==> src/rtl/pgstat_pkg.sv <==
// Shared types for the page address and status controller.
package pgstat_pkg;
    typedef enum logic [2:0] {
        OP_NONE   = 3'd0,
        OP_READ   = 3'd1,
        OP_WRITE  = 3'd2,
        OP_ERASE  = 3'd3,
        OP_RDLAST = 3'd4,
        OP_WRLAST = 3'd5
    } op_kind_t;
endpackage

==> src/rtl/pgstat_timer.sv <==
// Operation timer: stands in for the array sequencer.
// Loads a per-kind cycle count on start and counts down; busy while non-zero.
// Assumes start_i only arrives while idle and every duration is at least 1.
module pgstat_timer
    import pgstat_pkg::*;
#(
    parameter int unsigned T_READ  = 9,
    parameter int unsigned T_PROG  = 40,
    parameter int unsigned T_ERASE = 60
) (
    input  logic     clk,
    input  logic     rst_n,
    input  logic     start_i,
    input  op_kind_t kind_i,
    output logic     busy_o,
    output logic     done_o,
    output op_kind_t done_kind_o
);
    localparam int unsigned TMAX1 = (T_READ > T_PROG) ? T_READ : T_PROG;
    localparam int unsigned TMAX  = (TMAX1 > T_ERASE) ? TMAX1 : T_ERASE;
    localparam int unsigned CW    = $clog2(TMAX + 1);

    logic [CW-1:0] cnt_q;
    logic [CW-1:0] load;
    op_kind_t      kind_q;

    // Pick the busy length for the kind being started.
    always_comb begin
        case (kind_i)
            OP_READ, OP_RDLAST:  load = CW'(T_READ);
            OP_WRITE, OP_WRLAST: load = CW'(T_PROG);
            OP_ERASE:            load = CW'(T_ERASE);
            default:             load = CW'(1);
        endcase
    end

    // Load on start, otherwise count down to zero.
    always_ff @(posedge clk) begin
        if (!rst_n) begin
            cnt_q  <= '0;
            kind_q <= OP_NONE;
        end else if (start_i) begin
            cnt_q  <= load;
            kind_q <= kind_i;
        end else if (cnt_q != '0) begin
            cnt_q <= cnt_q - CW'(1);
        end
    end

    assign busy_o      = (cnt_q != '0);
    assign done_o      = (cnt_q == CW'(1));
    assign done_kind_o = kind_q;
endmodule

==> src/rtl/pgstat_addr.sv <==
// Address register: holds block, page and a valid flag.
// Increment carries page overflow into the block; stepping past the last
// ordinary block or finishing an erase clears the valid flag.
module pgstat_addr #(
    parameter int unsigned BLK_W   = 8,
    parameter int unsigned PG_W    = 8,
    parameter int unsigned PAGES   = 128,
    parameter int unsigned TOP_BLK = 127
) (
    input  logic             clk,
    input  logic             rst_n,
    input  logic             set_i,
    input  logic [BLK_W-1:0] blk_i,
    input  logic [PG_W-1:0]  pg_i,
    input  logic             incr_i,
    input  logic             inval_i,
    output logic [BLK_W-1:0] blk_o,
    output logic [PG_W-1:0]  pg_o,
    output logic             valid_o
);
    localparam logic [PG_W-1:0]  LAST_PG  = PG_W'(PAGES - 1);
    localparam logic [BLK_W-1:0] LAST_BLK = BLK_W'(TOP_BLK - 1);

    logic wrap;
    logic ovf;

    assign wrap = (pg_o >= LAST_PG);
    assign ovf  = wrap && (blk_o >= LAST_BLK);

    // Block and page: load wins over increment.
    always_ff @(posedge clk) begin
        if (!rst_n) begin
            blk_o <= '0;
            pg_o  <= '0;
        end else if (set_i) begin
            blk_o <= blk_i;
            pg_o  <= pg_i;
        end else if (incr_i) begin
            if (wrap) begin
                pg_o  <= '0;
                blk_o <= blk_o + BLK_W'(1);
            end else begin
                pg_o <= pg_o + PG_W'(1);
            end
        end
    end

    // Valid flag: set by a load, cleared by erase completion or overflow.
    always_ff @(posedge clk) begin
        if (!rst_n)                    valid_o <= 1'b0;
        else if (set_i)                valid_o <= 1'b1;
        else if (inval_i)              valid_o <= 1'b0;
        else if (incr_i && ovf)        valid_o <= 1'b0;
    end
endmodule

==> src/rtl/pgstat_status.sv <==
// Status state: write-unlock latch and pass/fail flag.
// Assumes done_i pulses for one cycle at the end of each operation.
module pgstat_status
    import pgstat_pkg::*;
(
    input  logic     clk,
    input  logic     rst_n,
    input  logic     wen_i,
    input  logic     wdis_i,
    input  logic     done_i,
    input  op_kind_t done_kind_i,
    input  logic     fail_i,
    output logic     wel_o,
    output logic     pass_o
);
    // Write-unlock latch, locked at reset, unlock wins if both arrive.
    always_ff @(posedge clk) begin
        if (!rst_n)      wel_o <= 1'b0;
        else if (wen_i)  wel_o <= 1'b1;
        else if (wdis_i) wel_o <= 1'b0;
    end

    // Pass flag updated only by completing program or erase operations.
    always_ff @(posedge clk) begin
        if (!rst_n)
            pass_o <= 1'b1;
        else if (done_i && (done_kind_i == OP_WRITE || done_kind_i == OP_ERASE ||
                            done_kind_i == OP_WRLAST))
            pass_o <= !fail_i;
    end
endmodule

==> src/rtl/pgstat_ctrl.sv <==
// Page address and status controller (top).
// Arbitrates decoded command strobes against busy, write lock and address
// validity; registers start/refuse/flag pulses and the effective address;
// drives the status byte and the ready/busy level on the serial output.
// Assumes at most one operation strobe per cycle.
module pgstat_ctrl
    import pgstat_pkg::*;
#(
    parameter bit          LARGE_DEV = 1'b0,
    parameter int unsigned BLK_W     = 8,
    parameter int unsigned PG_W      = 8,
    parameter int unsigned PAGES     = 128,
    parameter int unsigned T_READ    = 9,
    parameter int unsigned T_PROG    = 40,
    parameter int unsigned T_ERASE   = 60
) (
    input  logic             clk,
    input  logic             rst_n,
    input  logic             cs_n_i,
    input  logic             cmd_set_addr_i,
    input  logic [BLK_W-1:0] arg_blk_i,
    input  logic [PG_W-1:0]  arg_pg_i,
    input  logic             cmd_incr_i,
    input  logic             cmd_read_i,
    input  logic             cmd_write_i,
    input  logic             cmd_erase_i,
    input  logic             cmd_rd_last_i,
    input  logic             cmd_wr_last_i,
    input  logic             cmd_wen_i,
    input  logic             cmd_wdis_i,
    input  logic             arr_fail_i,
    input  logic             shift_out_i,
    input  logic             shift_bit_i,
    output logic             op_go_o,
    output logic [2:0]       op_kind_o,
    output logic [BLK_W-1:0] eff_blk_o,
    output logic [PG_W-1:0]  eff_pg_o,
    output logic             deny_o,
    output logic             addr_err_o,
    output logic             busy_o,
    output logic [7:0]       status_o,
    output logic             so_o,
    output logic             so_oe_o
);
    localparam int unsigned TOP_BLK    = LARGE_DEV ? 254 : 127;
    localparam int unsigned LAST_PAGES = LARGE_DEV ? 2 * PAGES : PAGES;

    logic             valid;
    logic [BLK_W-1:0] cur_blk;
    logic [PG_W-1:0]  cur_pg;
    logic             wel;
    logic             pass;
    logic             done;
    op_kind_t         done_kind;
    logic             erase_done;
    logic             ok_norm;
    logic             ok_last;
    logic             start;
    op_kind_t         st_kind;
    logic [BLK_W-1:0] st_blk;
    logic [PG_W-1:0]  st_pg;
    logic             den_d;
    logic             aerr_d;

    assign erase_done = done && (done_kind == OP_ERASE);

    pgstat_addr #(
        .BLK_W(BLK_W), .PG_W(PG_W), .PAGES(PAGES), .TOP_BLK(TOP_BLK)
    ) u_addr (
        .clk(clk), .rst_n(rst_n),
        .set_i(cmd_set_addr_i), .blk_i(arg_blk_i), .pg_i(arg_pg_i),
        .incr_i(cmd_incr_i), .inval_i(erase_done),
        .blk_o(cur_blk), .pg_o(cur_pg), .valid_o(valid)
    );

    pgstat_timer #(
        .T_READ(T_READ), .T_PROG(T_PROG), .T_ERASE(T_ERASE)
    ) u_timer (
        .clk(clk), .rst_n(rst_n), .start_i(start), .kind_i(st_kind),
        .busy_o(busy_o), .done_o(done), .done_kind_o(done_kind)
    );

    pgstat_status u_stat (
        .clk(clk), .rst_n(rst_n), .wen_i(cmd_wen_i), .wdis_i(cmd_wdis_i),
        .done_i(done), .done_kind_i(done_kind), .fail_i(arr_fail_i),
        .wel_o(wel), .pass_o(pass)
    );

    assign ok_norm = valid && (int'(cur_blk) < TOP_BLK) && (int'(cur_pg) < PAGES);
    assign ok_last = valid && (int'(cur_pg) < LAST_PAGES);

    // Decide start, refusal or address flag for an idle-time command.
    always_comb begin
        start   = 1'b0;
        st_kind = OP_NONE;
        st_blk  = cur_blk;
        st_pg   = cur_pg;
        den_d   = 1'b0;
        aerr_d  = 1'b0;
        if (!busy_o) begin
            if (cmd_read_i) begin
                if (ok_norm) begin start = 1'b1; st_kind = OP_READ; end
                else aerr_d = 1'b1;
            end else if (cmd_write_i) begin
                if (!ok_norm)  aerr_d = 1'b1;
                else if (!wel) den_d  = 1'b1;
                else begin start = 1'b1; st_kind = OP_WRITE; end
            end else if (cmd_erase_i) begin
                if (wel && (int'(arg_blk_i) < TOP_BLK)) begin
                    start   = 1'b1;
                    st_kind = OP_ERASE;
                    st_blk  = arg_blk_i;
                    st_pg   = '0;
                end else den_d = 1'b1;
            end else if (cmd_rd_last_i) begin
                if (ok_last) begin
                    start = 1'b1; st_kind = OP_RDLAST; st_blk = BLK_W'(TOP_BLK);
                end else aerr_d = 1'b1;
            end else if (cmd_wr_last_i) begin
                if (!ok_last)  aerr_d = 1'b1;
                else if (!wel) den_d  = 1'b1;
                else begin
                    start = 1'b1; st_kind = OP_WRLAST; st_blk = BLK_W'(TOP_BLK);
                end
            end
        end
    end

    // Register the outcome pulses for one cycle.
    always_ff @(posedge clk) begin
        if (!rst_n) begin
            op_go_o    <= 1'b0;
            deny_o     <= 1'b0;
            addr_err_o <= 1'b0;
        end else begin
            op_go_o    <= start;
            deny_o     <= den_d;
            addr_err_o <= aerr_d;
        end
    end

    // Hold the effective address and kind of the most recent start.
    always_ff @(posedge clk) begin
        if (!rst_n) begin
            op_kind_o <= 3'(OP_NONE);
            eff_blk_o <= '0;
            eff_pg_o  <= '0;
        end else if (start) begin
            op_kind_o <= 3'(st_kind);
            eff_blk_o <= st_blk;
            eff_pg_o  <= st_pg;
        end
    end

    assign status_o = {!busy_o, pass, wel, 4'b0000, LARGE_DEV};
    assign so_oe_o  = !cs_n_i;
    assign so_o     = shift_out_i ? shift_bit_i : !busy_o;
endmodule

==> config.mk <==
export PLATFORM = sky130hd
export DESIGN_NAME = pgstat_ctrl
export DESIGN_NICKNAME = d
export VERILOG_FILES = /design/src/rtl/pgstat_pkg.sv /design/src/rtl/pgstat_timer.sv /design/src/rtl/pgstat_addr.sv /design/src/rtl/pgstat_status.sv /design/src/rtl/pgstat_ctrl.sv
export SDC_FILE = /design/constraint.sdc
export NUM_CORES = 1
export LEC_CHECK = 0
export CAP_MARGIN = 30
export CORE_MARGIN = 3
export CORE_UTILIZATION = 53
export DETAILED_ROUTE_END_ITERATION = 16
export PLACE_DENSITY = 0.86
export SYNTH_ARGS = -nofsm -noshare
export SYNTH_HDL_FRONTEND = slang
export SYNTH_SLANG_ARGS = --single-unit
==> constraint.sdc <==
create_clock -name clk -period 4.8 [get_ports clk]
set_input_delay 1.44 -clock clk [delete_from_list [all_inputs] [get_ports clk]]
set_output_delay 1.44 -clock clk [all_outputs]
set_load 0.03 [all_outputs]
== Yosys cells after proc, flatten, opt, wreduce, memory -nomap -nowiden ==
Index checks and enable logic that the tools add are counted.

* Add/sub/neg operators: 3
* $lt $le $gt $ge: 5
* Equal/unequal tests: 9
* Muxes and demuxes: 70
* Bitwise operators: 1
* Reduce and logical (&&, ||, !) cells: 24

{| class="wikitable"
|+ Operator list
! cell !! number
|-
| 8-bit 2-to-1 mux || 21
|-
| 1-bit 2-to-1 mux || 34
|-
| 3-bit 2-to-1 mux || 9
|-
| 6-bit one-hot mux with 3 select lines || 1
|-
| 8-bit by 1-bit adder with 8-bit output, second input constant || 2
|-
| 8-bit by 7-bit >= comparator with 1-bit output, second input constant || 2
|-
| 8-bit by 7-bit less-than comparator with 1-bit output, second input constant || 2
|-
| 3-bit by 2-bit == test with 1-bit output, second input constant || 4
|-
| 6-bit 2-to-1 mux || 2
|-
| 3-bit == test, second input constant || 3
|-
| 1-bit logical AND || 8
|-
| 8-bit less-than comparator, second input constant || 1
|-
| 2-bit nonzero test || 4
|-
| 6-bit by 1-bit == test with 1-bit output, second input constant || 1
|-
| 2-bit 2-to-1 mux || 3
|-
| 6-bit nonzero test || 1
|-
| 2-bit OR reduction || 3
|-
| 6-bit by 1-bit subtractor with 6-bit output, second input constant || 1
|-
| 3-bit by 1-bit == test with 1-bit output, second input constant || 1
|-
| 1-bit logical NOT || 3
|-
| 3-bit nonzero test || 1
|-
| 3-bit OR reduction || 1
|-
| 1-bit logical OR || 2
|-
| 2-bit AND reduction || 1
|-
| 1-bit NOT || 1
|}

* Bits in registers: 47
* Input bits: 31
* Output and inout bits: 33
* Logic and storage cells: 124

== Depth between registers and ports, before layout ==
Gate-level depths: netlist (run 1).

* Depth in word-level cells: 13
* Depth in mapped cells: 8

== Cells and area by module ==
A second synthesis (run 1) with hierarchy kept.

* Cell total of the unflattened synthesis: 322
* Area total of the unflattened synthesis: 2778.9 um^2

{| class="wikitable"
|+ By module, submodules not included
! module !! times used !! cells each !! area an instance (um^2)
|-
| pgstat_ctrl || 1 || 139 || 1228.7
|-
| pgstat_addr || 1 || 119 || 954.7
|-
| pgstat_timer || 1 || 55 || 505.5
|-
| pgstat_status || 1 || 9 || 90.1
|}

== Worst setup path after synthesis (run 1) ==
Ideal clock, no wire load.

* Kind: input to output
* Start point: in shift_out_i
* End point: out so_o
* Arrival time: 2130 ps
* Path slack: 1230 ps
* Stages: 1
* Cell sequence: o21ai_0

* Cells in the longest elaborated chain, start to end: 1

{| class="wikitable"
|+ RTL lines
! item !! RTL line !! text
|-
| from (decl) || pgstat_ctrl.sv:32 || <nowiki>input logic shift_out_i,</nowiki>
|-
| 1-bit 2-to-1 mux || pgstat_ctrl.sv:157 || <nowiki>assign so_o = shift_out_i ? shift_bit_i : !busy_o;</nowiki>
|-
| to (decl) || pgstat_ctrl.sv:42 || <nowiki>output logic so_o,</nowiki>
|}

No other way between the ends.

== Worst setup path after layout (run 1) ==
Ends and elaborated chain as after synthesis.

==> summary.txt, run 1 <==
Outcome: completed
Most used DFF post-synth: dfxtp_1
RSZ-0062 raised after global routing: false
Vias per cell: 5.89
Setup Skew: 0.0103 ns
IO Count: 64
TritonCTS clock tree: yes
Sequential area share after synthesis: 37.9%
Max frequency: 240 MHz
Resize count post-CTS: 0
Share of layout cells above drive strength 1: 10.3%
Min Tclk post-route: 4.16 ns
Synth unique cells: 55
Initial antenna violation count: 0
CTS Buf Count: 5
Mapped Area: 2480 µm²
Hold WC Path Type: register to register
Final core utilization: 70.6%
Final-report hold violation count: 0
WP buf/inv: 2
Total clock sinks: 47
Fraction of registers with async set/reset: 0%
Max-Cap Viols: 0
Residual DRC count: 0
First-pass GRT wire length: 10,100 µm
Most frequent cells in the layout: clkdlybuf4s50_1, dfxtp_1, nand2_1
Fin crit share: 86.7%
Synth warnings: 0
Starting Density: 55.9%
Pwr/cell area: 386 nW/µm²
Relative max-transition margin: 50.1%
Critical path's top delay family: buffers and inverters
Largest net degree at the start of global routing: 32
Crit path required time: 3.36 ns
Final ANT Viol Nets: 0
Critical Path, Cell by Cell: clkdlybuf4s50_1 > nand2_1 > o21ai_0 > clkdlybuf4s50_1
CP max-delay cell: clkdlybuf4s50_1
Chip height: 74.4 µm
Post-synth EDFFs: 0
Area Growth Syn to Fin: 26.5%
Crit start category: input pin
Vias in the first global route: 2,166
Total gr overflow: 0
Worst slack at placement: 0.630 ns
Via count: 2,315
Clk root buf: clkbuf_8
Worst slew pin tran: 0.748 ns
Clock latency on the worst-skew pair: 0.30 ns
Setup crit end kind: primary output
GRT Overall Usage: 23.0%
CP max FO: 2
Die footprint: 5540 µm²
Fill cell count: 369
Worst vdd ir: 0.000236 V
Cells after Synth: 291
Syn avg cell area: 8.53 µm²
Max-slew violation count: 0
Final setup violation count: 0
Worst Slack Setup Final: 0.638 ns
Commonest non-fill, non-tap cell in the layout: clkdlybuf4s50_1
Leak pwr: 0.00119 µW
H-tree depth: 2
Critical path's most frequent cell: clkdlybuf4s50_1
# Post-CTS Setup Buffers: 0
Port Buffers: 58
Drt first pass iters: 4
Reg clk slew, reported paths: 0.09 ns
Longest Clk Path Bufs: 2
Drt total wl: 5940 µm
Crit path largest cell delay: 0.69 ns
Hpwl dp: 4230 µm
Routed length per instance: 15.1 µm
Core ar.: 4440 µm²
CP arrival: 2.72 ns
CTS Hold Buffers Added: 0
Number of DRC markers in iteration 0: 203
Flops & latches, synth: 47
Gpl congestion: 0.825
Nets: 376
CP Class: input pin to primary output
Post-route setup TNS: 0 ns
Row cnt: 24
Die width: 74.4 µm
N_diodes: 0
-- worst min-delay path, delay by kind of cell, from the launching register on --
kind	cells	cell delay (ns)
compound gates	1	0.06
flops	1	0.32
simple gates	1	0.05
-- sequential cells by signal, indices dropped and copies added (netlist names) --
signal,flops
addr_err_o,1
deny_o,1
eff_blk_o,8
eff_pg_o,8
op_go_o,1
u_addr.blk_o,8
u_addr.pg_o,8
u_addr.valid_o,1
u_stat.pass_o,1
u_stat.wel_o,1
u_timer.cnt_q,6
u_timer.done_kind_o,3
-- path summary, 6_finish.rpt --
check                                          startpoint                   endpoint  slack (ns)  cells past startpoint
worst max-delay path                          shift_out_i                       so_o        0.64                      4
worst min-delay path             eff_pg_o[2]$_SDFFE_PN0N_   eff_pg_o[2]$_SDFFE_PN0N_        0.47                      2
worst max register to register  u_stat.wel_o$_SDFFE_PN0P_  eff_blk_o[0]$_SDFFE_PN0N_        2.59                      4
worst min register to register   eff_pg_o[2]$_SDFFE_PN0N_   eff_pg_o[2]$_SDFFE_PN0N_        0.47                      2
-- routing by layer --
layer	GRT usage, %	part of all wire (%)	vias to the layer above
met3	4.86	6.6	10
met4	5.34	1.3	0
met5	0	0	-
met1	31.2	45	1087
met2	37.7	47	80
li1	-	-	1138
-- cells by family after synthesis --
family | count (synthesis) | synth area share, %
compound gates | 81 | 22.6
buf+inv | 35 | 7.31
other cells | 1 | 0.151
simple gates | 101 | 21.4
flops | 47 | 37.9
xor+xnor | 13 | 4.59
fa+ha+maj | 5 | 2.52
mux | 8 | 3.53
-- cell usage after synthesis (2+ instances only) --
cell type,number,area [µm²]
and2_1,2,12.5
o21ai_2,2,17.5
o22ai_1,3,18.8
and3_1,4,25.0
xnor2_1,5,43.8
dfxtp_1,47,941
nand3b_1,2,15.0
nand3_1,20,100
xor2_1,8,70.1
nor4_1,2,12.5
mux2i_1,2,20.0
o21ai_0,22,110
o211ai_1,3,22.5
nor2_1,17,63.8
nor3b_1,4,30.0
o221ai_1,2,17.5
o221a_2,6,67.6
nand2_1,28,105
a21o_1,2,15.0
inv_1,14,52.6
mux2_2,6,67.6
a21oi_1,22,110
o211a_1,3,30.0
buf_6,2,22.5
o2111ai_1,3,26.3
nor3_1,7,35.0
clkbuf_1,9,33.8
nand4_1,3,18.8
buf_4,9,67.6
ha_1,5,62.6
o31a_1,3,26.3
-- through the flow --
step,instances,cell area (µm²),total power [µW],hold WS [ns]
2_1_floorplan,295,2500,780,0.476
3_3_place_gp,385,3020,896,0.447
3_5_place_dp,385,3020,906,0.455
4_1_cts,393,3140,1210,0.470
5_1_grt,393,3140,1280,0.500
6_report,393,3140,1210,0.466
-- report_power, final --
| group | leakage, µW | internal, µW | switching [µW] |
|---|---|---|---|
| clock network | 0.0000612 | 169 | 134 |
| registers | 0.000385 | 437 | 42.7 |
| logic | 0.000740 | 168 | 260 |
-- cell type report --
cell class / instances / area [µm²] / share of cell area (%)
clock inverters: 2 / 35.0 / 1.12
multi-input cells: 213 / 1380 / 43.8
inverters: 14 / 52.6 / 1.67
clock buffers: 6 / 82.6 / 2.63
flip-flops and latches: 47 / 941 / 30.0
repair buffers: 59 / 588 / 18.7
well taps: 52 / 65.1 / 2.07
Note: power is estimated with default switching activity, not from simulation.
==> inputs of run 2 (changes only) <==
- CORE_UTILIZATION: 53 -> 25
- PLACE_DENSITY: 0.86 -> unset
==> run 2 against run 1 <==
Compared with the run above:
- largest cell class unchanged
- non-clock buffer count unchanged
- highest routed layer unchanged
- cell count increased by 20%
- die area increased by 100%
- routed wire length increased by 9.4%
- critical path depth unchanged
- global-route usage decreased by 11 points
- critical endpoint unchanged
- combinational power about the same
- clock skew decreased by 0.0034 ns
==> summary.txt, run 2 (synthesis results as in run 1) <==
CP arrival: 2.71 ns
Total clock sinks: 47
GRT Overall Usage: 11.6%
Fin crit share: 86.5%
Hold Slack: 0.460 ns
CP max FO: 2
Vias in the first global route: 2,135
Critical Path, Cell by Cell: clkdlybuf4s50_1 > nand2_1 > o21ai_0 > clkdlybuf4s50_1
Crit path required time: 3.36 ns
Reg-to-reg startpoint: u_stat.wel_o$_SDFFE_PN0P_
Drt total wl: 6500 µm
Relative max-transition margin: 47.8%
Hold WC Path Type: register to register
Max-slew violation count: 0
# Post-CTS Setup Buffers: 0
Critical path launch point: shift_out_i
Die footprint: 11,200 µm²
Via count: 2,249
Total gr overflow: 0
Initial antenna violation count: 0
Pwr/cell area: 363 nW/µm²
Worst vdd ir: 0.000124 V
Die width: 106 µm
CP Class: input pin to primary output
Post-route setup TNS: 0 ns
Switching share of power: 37.0%
Setup crit end: so_o
Switch Pwr: 432 µW
Crit start category: input pin
CTS Hold Buffers Added: 0
Worst slew pin tran: 0.782 ns
Routed length per instance: 13.8 µm
Resize count post-CTS: 0
Final setup violation count: 0
IO Count: 64
Port Buffers: 58
Final ANT Viol Nets: 0
Gpl congestion: 0.834
Row cnt: 35
Outcome: completed
Clk root buf: clkbuf_8
Share of layout cells above drive strength 1: 9.97%
Clk pwr share: 22.6%
Setup crit end kind: primary output
N_diodes: 0
Residual DRC count: 0
Final-report hold violation count: 0
Min Tclk post-route: 4.15 ns
Seq pwr share: 41.0%
Drt first pass iters: 4
CP max-delay cell: clkdlybuf4s50_1
Fill cell count: 1,020
Vias per cell: 4.79
Comb pwr share: 36.5%
Hpwl dp: 4770 µm
Critical path's most frequent cell: clkdlybuf4s50_1
Clock latency on the worst-skew pair: 0.30 ns
TritonCTS clock tree: yes
Cell Int Power: 736 µW
CTS Buf Count: 5
Reg-to-Reg End: eff_blk_o[0]$_SDFFE_PN0N_
Most frequent cells in the layout: clkdlybuf4s50_1, dfxtp_1, nand2_1
Number of DRC markers in iteration 0: 102
Reg clk slew, reported paths: 0.08 ns
Max frequency: 241 MHz
Longest Clk Path Bufs: 2
Starting Density: 26.2%
Core ar.: 9460 µm²
Crit path largest cell delay: 0.69 ns
Nets: 376
Max-Cap Viols: 0
Leak pwr: 0.00118 µW
Area Growth Syn to Fin: 29.6%
Setup Skew: 0.00685 ns
Largest net degree at the start of global routing: 31
Commonest non-fill, non-tap cell in the layout: clkdlybuf4s50_1
Worst Reg-to-Reg Cells: 4
H-tree depth: 2
Tot Pwr: 1170 µW
First-pass GRT wire length: 10,500 µm
RSZ-0062 raised after global routing: false
Chip height: 106 µm
Reg2Reg Setup Slack: 2.56 ns
[run 2: changes by cell type in the layout (fill, tap and decap cells not counted)]
cell | before | now
bufinv_16 | 1 | 0
clkbuf_1 | 0 | 1
clkbuf_8 | 6 | 7
clkinv_2 | 1 | 0
[run 2: critical path, delay by kind of cell]
family	cells	cell delay (ns)
buf+inv	2	1.16
simple gates	1	0.05
compound gates	1	0.06
[run 2: cell type report]
| class | instances | area [µm²] | share of cell area, % |
|---|---|---|---|
| multi-input cells | 213 | 1380 | 42.7 |
| well taps | 129 | 161 | 5.02 |
| clock buffers | 8 | 100 | 3.11 |
| flip-flops and latches | 47 | 941 | 29.2 |
| repair buffers | 59 | 588 | 18.3 |
| inverters | 14 | 52.6 | 1.63 |
[run 2: how the worst min path moves through the flow]
stage	from	endpoint	slack, ns	depth (start not counted)
2_1_floorplan	u_stat.pass_o$_SDFFE_PN1P_	u_stat.pass_o$_SDFFE_PN1P_	0.48	2
3_3_place_gp	eff_pg_o[4]$_SDFFE_PN0N_	eff_pg_o[4]$_SDFFE_PN0N_	0.45	2
3_5_place_dp	eff_pg_o[4]$_SDFFE_PN0N_	eff_pg_o[4]$_SDFFE_PN0N_	0.45	2
4_1_cts	eff_pg_o[4]$_SDFFE_PN0N_	eff_pg_o[4]$_SDFFE_PN0N_	0.47	2
5_1_grt	eff_pg_o[0]$_SDFFE_PN0N_	eff_pg_o[0]$_SDFFE_PN0N_	0.49	2
6_report	eff_pg_o[4]$_SDFFE_PN0N_	eff_pg_o[4]$_SDFFE_PN0N_	0.46	2
[run 2: power by group through the flow]
stage          Combinational [µW]  Clock (µW)  Sequential [µW]
2_1_floorplan                 274           0              507
3_3_place_gp                  420           0              486
3_5_place_dp                  426           0              486
4_1_cts                       428         273              478
5_1_grt                       465         287              486
6_report                      426         264              479
[run 2: metrics by stage]
stage,area (µm²),util (%),setup WS (ns),cells
detailed placement,3120,33.0,0.640,462
floorplan,2500,-,1.23,295
global route,3220,34.0,0.598,470
CTS,3220,34.0,0.634,470
finish,3220,34.0,0.649,470
global placement,3120,33.0,0.648,462
[run 2: routing by layer]
metal	up-vias	share of wire (%)	track usage (%)
li1	1140	-	-
met1	1055	48	15.7
met2	48	45	18.0
met3	6	5.8	3.67
met4	0	0.88	2.87
met5	-	0	0
